===== config.mk =====
export PLATFORM = sky130hd
export DESIGN_NAME = fn16_alu
export DESIGN_NICKNAME = d
export VERILOG_FILES = /design/src/rtl/fn16_alu_pkg.sv /design/src/rtl/fn16_alu_decode.sv /design/src/rtl/fn16_alu_adder.sv /design/src/rtl/fn16_alu_logic.sv /design/src/rtl/fn16_alu.sv
export SDC_FILE = /design/constraint.sdc
export NUM_CORES = 1
export LEC_CHECK = 0
export BUFFER_PORTS_ARGS = -buffer_cell sky130_fd_sc_hd__clkbuf_2
export CAP_MARGIN = 20
export CELL_PAD_IN_SITES_DETAIL_PLACEMENT = 1
export CELL_PAD_IN_SITES_GLOBAL_PLACEMENT = 2
export CORE_ASPECT_RATIO = 1.2
export CORE_MARGIN = 2
export CORE_UTILIZATION = 34
export DETAILED_ROUTE_END_ITERATION = 8
export PLACE_DENSITY_LB_ADDON = 0.3
export SLEW_MARGIN = 15
export SYNTH_ARGS = -nofsm -noshare
export SYNTH_HDL_FRONTEND = slang
export SYNTH_SLANG_ARGS = --single-unit

===== constraint.sdc =====
create_clock -name vclk -period 3.9
set_input_delay 0.195 -clock vclk [all_inputs]
set_output_delay 0.195 -clock vclk [all_outputs]
set_load 0.1 [all_outputs]

===== src/rtl/fn16_alu_pkg.sv =====
package fn16_alu_pkg;

    typedef enum logic [3:0] {
        OP_ADD     = 4'd0,
        OP_ADD1    = 4'd1,
        OP_SUB     = 4'd2,
        OP_SUBB    = 4'd3,
        OP_AND     = 4'd4,
        OP_OR      = 4'd5,
        OP_NOTA    = 4'd6,
        OP_NOTB    = 4'd7,
        OP_NEGA    = 4'd8,
        OP_NEGB    = 4'd9,
        OP_NAANDB  = 4'd10,
        OP_AANDNB  = 4'd11,
        OP_XOR     = 4'd12,
        OP_XNOR    = 4'd13,
        OP_PASSA   = 4'd14,
        OP_PASSB   = 4'd15
    } alu_op_e;

    typedef enum logic [1:0] {
        YS_OPB  = 2'd0,
        YS_NOTB = 2'd1,
        YS_NOTA = 2'd2
    } y_src_e;

    typedef enum logic [1:0] {
        CS_ZERO = 2'd0,
        CS_ONE  = 2'd1,
        CS_EXT  = 2'd2
    } c_src_e;

    typedef struct packed {
        logic   arith;
        logic   x_zero;
        y_src_e y_src;
        c_src_e c_src;
    } adder_ctl_t;

endpackage


===== src/rtl/fn16_alu_decode.sv =====
module fn16_alu_decode
    import fn16_alu_pkg::*;
(
    input  logic [3:0] func_sel,
    output adder_ctl_t ctl
);

    adder_ctl_t ctl_d;

    always_comb begin
        ctl_d = '{arith: 1'b0, x_zero: 1'b0, y_src: YS_OPB, c_src: CS_ZERO};
        unique case (alu_op_e'(func_sel))
            OP_ADD:  ctl_d = '{arith: 1'b1, x_zero: 1'b0, y_src: YS_OPB,  c_src: CS_EXT};
            OP_ADD1: ctl_d = '{arith: 1'b1, x_zero: 1'b0, y_src: YS_OPB,  c_src: CS_ONE};
            OP_SUB:  ctl_d = '{arith: 1'b1, x_zero: 1'b0, y_src: YS_NOTB, c_src: CS_ONE};
            OP_SUBB: ctl_d = '{arith: 1'b1, x_zero: 1'b0, y_src: YS_NOTB, c_src: CS_EXT};
            OP_NEGA: ctl_d = '{arith: 1'b1, x_zero: 1'b1, y_src: YS_NOTA, c_src: CS_ONE};
            OP_NEGB: ctl_d = '{arith: 1'b1, x_zero: 1'b1, y_src: YS_NOTB, c_src: CS_ONE};
            default: ctl_d = '{arith: 1'b0, x_zero: 1'b0, y_src: YS_OPB,  c_src: CS_ZERO};
        endcase
    end

    assign ctl = ctl_d;

endmodule


===== src/rtl/fn16_alu_adder.sv =====
module fn16_alu_adder
    import fn16_alu_pkg::*;
#(
    parameter int WIDTH = 16
) (
    input  logic [WIDTH-1:0] opa,
    input  logic [WIDTH-1:0] opb,
    input  logic             carry_in,
    input  adder_ctl_t       ctl,
    output logic [WIDTH-1:0] sum,
    output logic             cout
);

    localparam int SW = WIDTH + 1;

    logic [WIDTH-1:0] x_d;
    logic [WIDTH-1:0] y_d;
    logic             c_d;
    logic [SW-1:0]    total_d;

    always_comb begin
        x_d = ctl.x_zero ? '0 : opa;
        unique case (ctl.y_src)
            YS_NOTB: y_d = ~opb;
            YS_NOTA: y_d = ~opa;
            default: y_d = opb;
        endcase
        unique case (ctl.c_src)
            CS_ONE:  c_d = 1'b1;
            CS_EXT:  c_d = carry_in;
            default: c_d = 1'b0;
        endcase
        total_d = {1'b0, x_d} + {1'b0, y_d} + {{WIDTH{1'b0}}, c_d};
    end

    assign sum  = total_d[WIDTH-1:0];
    assign cout = total_d[SW-1];

endmodule


===== src/rtl/fn16_alu_logic.sv =====
module fn16_alu_logic
    import fn16_alu_pkg::*;
#(
    parameter int WIDTH = 16
) (
    input  logic [3:0]       func_sel,
    input  logic [WIDTH-1:0] opa,
    input  logic [WIDTH-1:0] opb,
    output logic [WIDTH-1:0] res
);

    logic [WIDTH-1:0] res_d;

    always_comb begin
        unique case (alu_op_e'(func_sel))
            OP_AND:    res_d = opa & opb;
            OP_OR:     res_d = opa | opb;
            OP_NOTA:   res_d = ~opa;
            OP_NOTB:   res_d = ~opb;
            OP_NAANDB: res_d = ~opa & opb;
            OP_AANDNB: res_d = opa & ~opb;
            OP_XOR:    res_d = opa ^ opb;
            OP_XNOR:   res_d = ~(opa ^ opb);
            OP_PASSA:  res_d = opa;
            OP_PASSB:  res_d = opb;
            default:   res_d = '0;
        endcase
    end

    assign res = res_d;

endmodule


===== src/rtl/fn16_alu.sv =====
module fn16_alu
    import fn16_alu_pkg::*;
#(
    parameter int WIDTH = 16
) (
    input  logic [WIDTH-1:0] opa,
    input  logic [WIDTH-1:0] opb,
    input  logic [3:0]       func_sel,
    input  logic             carry_in,
    output logic [WIDTH-1:0] result,
    output logic             carry_out
);

    adder_ctl_t       ctl;
    logic [WIDTH-1:0] sum;
    logic             cout;
    logic [WIDTH-1:0] logic_res;

    fn16_alu_decode u_decode (
        .func_sel (func_sel),
        .ctl      (ctl)
    );

    fn16_alu_adder #(.WIDTH(WIDTH)) u_adder (
        .opa      (opa),
        .opb      (opb),
        .carry_in (carry_in),
        .ctl      (ctl),
        .sum      (sum),
        .cout     (cout)
    );

    fn16_alu_logic #(.WIDTH(WIDTH)) u_logic (
        .func_sel (func_sel),
        .opa      (opa),
        .opb      (opb),
        .res      (logic_res)
    );

    logic [WIDTH-1:0] result_d;
    logic             carry_d;

    always_comb begin
        result_d = ctl.arith ? sum : logic_res;
        carry_d  = ctl.arith & cout;
    end

    assign result    = result_d;
    assign carry_out = carry_d;

endmodule


==> results of run 1 <==
metal layers:
layer  vias up  track usage, %  routed length, um
li1       1997               -                  -
met1      2126            36.4               6700
met2        89            46.5               7100
met3        14           0.396                340
met4         0            3.52                165
met5         -               0                  0
power by group through the flow:
stage / Sequential (uW) / Clock [uW] / Combinational (uW)
6_report: 0 / 0 / 1090
5_1_grt: 0 / 0 / 1160
4_1_cts: 0 / 0 / 1070
3_5_place_dp: 0 / 0 / 1070
3_3_place_gp: 0 / 0 / 1050
2_1_floorplan: 0 / 0 / 727
area by class of cell:
| cell class | instances | area [um2] |
|---|---|---|
| fill | 1250 | 5600 |
| inverter | 46 | 173 |
| multi-input combinational | 418 | 3250 |
| tap | 126 | 158 |
| timing repair buffer | 80 | 724 |
tightest hold or removal path, cell delays in order:
cell and delay (ns):
clkbuf_2 0.10, a222oi_1 0.10, o31ai_2 0.11, buf_12 0.18
Yosys cell counts (all sizes together) (4+ instances only):
library cell   n
nand3          9
nor3           6
inv           46
nand3b        10
o21ai         16
o21a           8
nor2b          9
or3            4
a221o          5
a22oi          6
a21oi         52
buf           21
a32o           4
nand2         26
xnor2         12
mux2           5
a211oi        22
a31oi          4
ha            51
nand2b        11
nor2          39
mux2i         10
o22ai         12
a22o           5
a221oi        17
o211ai        10
a21o           7
o31ai          5
clkbuf        15
stage by stage:
| step | hold slack (ns) | util (%) | setup slack [ns] |
|---|---|---|---|
| after floorplan | 0.881 | - | -0.426 |
| after global placement | 0.873 | 43.2 | 0.233 |
| after detailed placement | 0.884 | 43.2 | 0.186 |
| after CTS | 0.884 | 43.2 | 0.158 |
| after global routing | 0.905 | 43.5 | 0.00792 |
| final | 0.882 | 43.5 | 0.161 |
path summary, 6_finish.rpt:
path	end	depth (start not counted)	startpoint
max	result[15]	15	func_sel[1]
min	result[5]	4	opa[5]
cells by family after synthesis:
| group | Yosys count | synth area share, % |
|---|---|---|
| compound gates | 199 | 40.6 |
| xor+xnor | 14 | 3.57 |
| fa+ha+maj | 53 | 19.8 |
| buf+inv | 82 | 10.5 |
| mux | 15 | 4.56 |
| simple gates | 137 | 21.0 |
what timing repair did:
action | CTS | global route
buffers inserted | 0 | 1
endpoints found under the setup margin | 0 | 5
resized for setup | 0 | 3
==> flow_summary.toml, run 1 <==
[worst_setup_path]
max_incr_delay_on_cp_ns = 0.39
worst_path_dominant_cell_family = "compound AO/OA/AOI/OAI gates"
path_max_fanout = 14
crit_path_arrival_time_ns = 3.54
cp_cell_sequence = "clkbuf_2 > nand3b_2 > a21oi_4 > inv_1 > ha_1 > buf_4 > a221oi_1 > a21oi_1 > ha_1 > o21a_1 > o211ai_1 > a31oi_4 > o311ai_0 > nand3_1 > buf_12"
cpMaxStageDelayCell = "ha_1"
worst_setup_path_end_kind = "output pin"
worst_ep_required_time_ns = 3.70
worst-setup-path-type = "input pin to output pin"
critical_path_s_most_frequent_cell = "ha_1"
bufs_and_invs_on_worst_path = 4
cp-start-kind = "input pin"

[pwr]
total_power_uw = 1090
total_leakage_power_uw = 0.00191
sequentialPowerShare_pct = 0
cell_internal_power_dissipation_uw = 395
power.net_switching_uw = 690
power_frac_comb_pct = 100.0
power.switching_fraction_pct = 63.6
power.density_cell_area_nw_per_um2 = 252
worst_ir_drop_vdd_mv = 0.207
clockPowerShare_pct = 0

[routing]
number_of_detailed_route_iterations_in_the_first_pass = 4
drt_drc_violations_left = 0
drt-total-wl_mm = 14.3
wl_cell_um = 21.4
dr.first_iter.drc_count = 237
viasPerCell = 6.31
num_vias = 4226
ant_nets = 0

[cells_and_area]
post_route_cells_drive_above_1_share_pct = 21.5
layout.cells.most_common_list = "50 x ha_1, 47 x a21oi_1, 43 x inv_1"
antenna-diode-count = 0
nFlopsAndLatches = 0
layout_commonest_cell = "ha_1"
clock_buffer_count = 0
final_cell_area_excluding_filler_cells_um2 = 4310
seqCellArea_um2 = 0
layout.cells.non_filler = 670
area_delta_synth_final_pct = 25.6
final_nets = 636

[logic_synthesis]
synthesis.area_um2 = 3430
synth_cells = 500
yosys_warnings = 0
netlist-cell-type-count = 63
post_synth_main_area_contributors = "ha_1 19%, a21oi_1 7.6%, inv_1 4.9%"
synth_sequential_area_ratio_pct = 0
syn_nets = 590
synth_largest_area_cell = "ha_1"
synthesis.area_per_instance_um2 = 6.86
netlist.area_leader.share_pct = 18.6

[timing]
worst-slew-pin-transition_ns = 0.759
slew_viols_final = 0
hold_viol = 0
timing.final.crit_period_ns = 3.74
report.final.setup_viol = 0
achievable-frequency_mhz = 267
grt_setup_unrepaired = "false"
final.setup.tns_ns = 0
timing.slew.headroom_pct = 48.9
period_share_pct = 95.9

[grt]
grt_antenna_before_repair = 0
grt_first_pass_wirelength_mm = 23.0
number_of_global_route_vias_before_repair = 4341
pin_count_of_the_biggest_net_entering_global_routing = 50
globalRouteTotalUtil_pct = 26.3
global_route.overflow_total = 0

[outcome]
run_status = "finished, final reports clean"

[floorplanning]
io_pins = 54
std_cell_rows = 40
floorplan.initialDensity_pct = 34.6
die_width_um = 95.7
coreArea_um2 = 9910
die_h_um = 114
floorplan.die_area_um2 = 10900

[hold_path]
min_path_type = "input pin to output pin"

[cts]
post_cts_hold_buffers = 0

[place]
place_hpwl_mm = 10.7
dp.cells = 669
placed_cell_area_um2 = 4280
buffer_ports.inserted = 54
place_congestion = 0.953

[job]
max_cap_violations = 0
Note: power is estimated with default switching activity, not from simulation.
==> run 2, diff against run 1 <==
CORE_MARGIN = not set   (was 2)
clock period = 3.92 ns   (was 3.9 ns; I/O delays follow)
==> flow_summary.toml, run 2 (synthesized netlist as in run 1, its figures left out) <==
[outcome]
run_status = "finished, final reports clean"

[cells_and_area]
seqCellArea_um2 = 0
post_route_cells_drive_above_1_share_pct = 21.8
layout.cells.non_filler = 670
final_nets = 639
antenna-diode-count = 0
area_delta_synth_final_pct = 25.6
fin_util_pct = 44.6
clock_buffer_count = 0
layout.cells.most_common_list = "50 x ha_1, 48 x a21oi_1, 43 x inv_1"
final_cell_area_excluding_filler_cells_um2 = 4310
nFlopsAndLatches = 0
final.fill_count = 1254
layout_commonest_cell = "ha_1"

[pwr]
power.switching_fraction_pct = 63.5
power.density_cell_area_nw_per_um2 = 251
cell_internal_power_dissipation_uw = 395
power.net_switching_uw = 687
clockPowerShare_pct = 0
worst_ir_drop_vdd_mv = 0.238
sequentialPowerShare_pct = 0
total_leakage_power_uw = 0.00192
power_frac_comb_pct = 100.0

[worst_setup_path]
worst_setup_path_end_kind = "output pin"
worst_ep_required_time_ns = 3.72
cp_cell_sequence = "clkbuf_2 > nand3b_2 > a21oi_4 > inv_1 > ha_1 > buf_4 > a221oi_1 > a21oi_1 > ha_1 > o21a_1 > o211ai_1 > a31oi_4 > o311ai_0 > nand3_1 > buf_12"
worst-setup-path-type = "input pin to output pin"
cp-start-kind = "input pin"
crit_path_arrival_time_ns = 3.49
path_max_fanout = 8
critical_path_s_most_frequent_cell = "ha_1"
max_incr_delay_on_cp_ns = 0.40
worst_path_dominant_cell_family = "compound AO/OA/AOI/OAI gates"
cpMaxStageDelayCell = "ha_1"
bufs_and_invs_on_worst_path = 4

[grt]
globalRouteTotalUtil_pct = 27.3
grt_first_pass_wirelength_mm = 22.9
number_of_global_route_vias_before_repair = 4292
grt_antenna_before_repair = 0
pin_count_of_the_biggest_net_entering_global_routing = 44
global_route.overflow_total = 0

[routing]
ant_nets = 0
viasPerCell = 6.30
drt-total-wl_mm = 14.4
drt_drc_violations_left = 0
wl_cell_um = 21.4
num_vias = 4220
number_of_detailed_route_iterations_in_the_first_pass = 4
dr.first_iter.drc_count = 233

[timing]
slew_viols_final = 0
period_share_pct = 94.1
report.final.setup_viol = 0
hold_viol = 0
worst-slew-pin-transition_ns = 0.870
timing.slew.headroom_pct = 42.0
achievable-frequency_mhz = 271
grt_setup_unrepaired = "false"
timing.final.crit_period_ns = 3.69

[floorplanning]
coreArea_um2 = 9660
die_width_um = 93.7
floorplan.die_area_um2 = 10500
floorplan.initialDensity_pct = 35.5
std_cell_rows = 39
die_h_um = 112
io_pins = 54

[job]
max_cap_violations = 0

[place]
place_hpwl_mm = 11.2
dp.cells = 668
place_congestion = 0.908
buffer_ports.inserted = 54
placed_cell_area_um2 = 4280

[hold_path]
min_path_type = "input pin to output pin"
-- run 2: cell count changes in the layout (fill, tap and decap cells not counted) --
cell,change
buf_4,+4
a21oi_1,+1
a21oi_4,-1
buf_6,-1
nor2b_1,-1
nor2b_2,+1
o21ai_1,+1
o21ai_2,-1
-- run 2: final cells by class --
class	count	area (um2)	area share [%]
timing repair buffer	83	743	17.2
multi-input combinational	418	3240	75.2
tap	123	154	3.57
inverter	46	173	4.01
-- run 2: per-stage QoR --
step           TNS (ns)  power, uW  setup WS [ns]  hold slack (ns)
2_1_floorplan     -1.40        721         -0.408            0.883
3_3_place_gp          0       1050          0.233            0.901
3_5_place_dp          0       1070          0.148            0.910
4_1_cts               0       1070          0.125            0.915
5_1_grt               0       1150         0.0137            0.947
6_report              0       1080          0.231            0.909
-- run 2: timing repair --
action | CTS | global route
gates resized for setup | 0 | 2
endpoints found under the setup margin | 0 | 3
hold buffers | 0 | 0
buffers inserted | 0 | 2
-- run 2: path summary, 6_finish.rpt --
kind	start	slack (ns)	endpoint	cells after the start
setup / recovery	func_sel[1]	0.23	result[15]	15
hold / removal	opa[5]	0.91	result[5]	4
-- run 2: power groups by stage --
| stage | clock network [uW] | registers [uW] | logic, uW |
|---|---|---|---|
| finish | 0 | 0 | 1080 |
| global route | 0 | 0 | 1150 |
| CTS | 0 | 0 | 1070 |
| detailed placement | 0 | 0 | 1070 |
| global placement | 0 | 0 | 1050 |
| floorplan | 0 | 0 | 721 |
-- run 2: metal layers --
metal | track usage (%) | part of all wire (%)
met1 | 36.2 | 44
met2 | 48.4 | 50
met3 | 1.15 | 3.9
met4 | 6.05 | 2.0
met5 | 0 | 0
==> run 3, diff against run 2 <==
CELL_PAD_IN_SITES_DETAIL_PLACEMENT = 2   (was 1)
==> flow_summary.toml, run 3 (synthesized netlist as in run 1, its figures left out) <==
[cells_and_area]
area_delta_synth_final_pct = 25.7
layout.cells.most_common_list = "49 x ha_1, 48 x a21oi_1, 43 x inv_1"
clock_buffer_count = 0
nFlopsAndLatches = 0
final_cell_area_excluding_filler_cells_um2 = 4310
fin_util_pct = 44.6
post_route_cells_drive_above_1_share_pct = 21.8
multi_input_gate_area_in_the_final_layout_um2 = 3240
layout_commonest_cell = "ha_1"
final.fill_count = 1152
antenna-diode-count = 0
final_nets = 638
seqCellArea_um2 = 0
layout.cells.non_filler = 669

[floorplanning]
coreArea_um2 = 9660
die_h_um = 112
die_width_um = 93.7
std_cell_rows = 39
floorplan.die_area_um2 = 10500
floorplan.initialDensity_pct = 35.5
io_pins = 54

[timing]
slew_viols_final = 0
timing.final.crit_period_ns = 3.74
postLayoutSetupSlackWorst_ns = 0.181
report.final.setup_viol = 0
hold_viol = 0
timing.slew.headroom_pct = 38.0
worst-slew-pin-transition_ns = 0.930
period_share_pct = 95.4
grt_setup_unrepaired = "false"
achievable-frequency_mhz = 267
hold-worst-slack_ns = 0.912

[pwr]
worst_ir_drop_vdd_mv = 0.240
total_leakage_power_uw = 0.00192
power.density_cell_area_nw_per_um2 = 256

[worst_setup_path]
cp-start-kind = "input pin"
crit_path_arrival_time_ns = 3.54
path_max_fanout = 7
worst_setup_path_end_kind = "output pin"
worst-setup-path-type = "input pin to output pin"
worst_ep_required_time_ns = 3.72

[place]
dpl_worst_slack_ns = 0.0532
buffer_ports.inserted = 54
place_congestion = 0.908
placed_cell_area_um2 = 4280
dp.cells = 668
place_hpwl_mm = 12.5

[outcome]
run_status = "finished, final reports clean"

[grt]
pin_count_of_the_biggest_net_entering_global_routing = 44
number_of_global_route_vias_before_repair = 4770
grt_first_pass_wirelength_mm = 25.7
global_route.overflow_total = 0
grt_antenna_before_repair = 0
globalRouteTotalUtil_pct = 31.0

[routing]
viasPerCell = 6.55
num_vias = 4385
drt-total-wl_mm = 16.1
drt_drc_violations_left = 0
wl_cell_um = 24.0
number_of_detailed_route_iterations_in_the_first_pass = 4
ant_nets = 0
dr.first_iter.drc_count = 236

[hold_path]
min_path_type = "input pin to output pin"

[job]
max_cap_violations = 0
==> run 3: what timing repair did <==
action	4_1_cts	5_1_grt
hold endpoints to repair	0	0
setup endpoints to repair	0	7
hold buffers	0	0
buffers inserted	0	1
resized for setup	0	4
==> run 3: layout make-up <==
| cell class | instances | share of cell area, % |
|---|---|---|
| multi-input combinational | 418 | 75.2 |
| inverter | 46 | 4.00 |
| tap | 123 | 3.57 |
| timing repair buffer | 82 | 17.2 |
==> run 3: worst paths after layout <==
kind	startpoint	endpoint	slack, ns	cells past startpoint
min	opa[5]	result[5]	0.91	4
max	func_sel[1]	result[10]	0.18	16
==> run 3: routing by layer <==
layer  global-route usage, %  up-vias  wire, um
met1                    39.1     2213      6780
met2                    56.1      135      8170
met5                       0        -         0
met4                    9.95        0       548
met3                   0.745       44       579
li1                        -     1993         -
==> run 3: through the flow <==
step	total power (uW)	TNS, ns
finish	1100	0
global route	1160	0
CTS	1090	0
detailed placement	1090	0
global placement	1050	0
floorplan	721	-1.40
==> run 3: where the power goes <==
group / internal [uW] / switching [uW]
clock: 0 / 0
combinational: 395 / 709
sequential: 0 / 0
total: 395 / 709
==> run 3: worst max-delay path, cell delays in order <==
cell and delay (ns):
clkbuf_2 0.15, nand3b_2 0.28, a21oi_4 0.18, inv_1 0.07, ha_2 0.23, a221oi_2 0.30, a21oi_2 0.07, fa_2 0.37
inv_2 0.07, fa_2 0.22, nand2b_4 0.13, a21o_1 0.23, a211oi_1 0.13, or4_1 0.50, nand4_1 0.20, buf_12 0.20
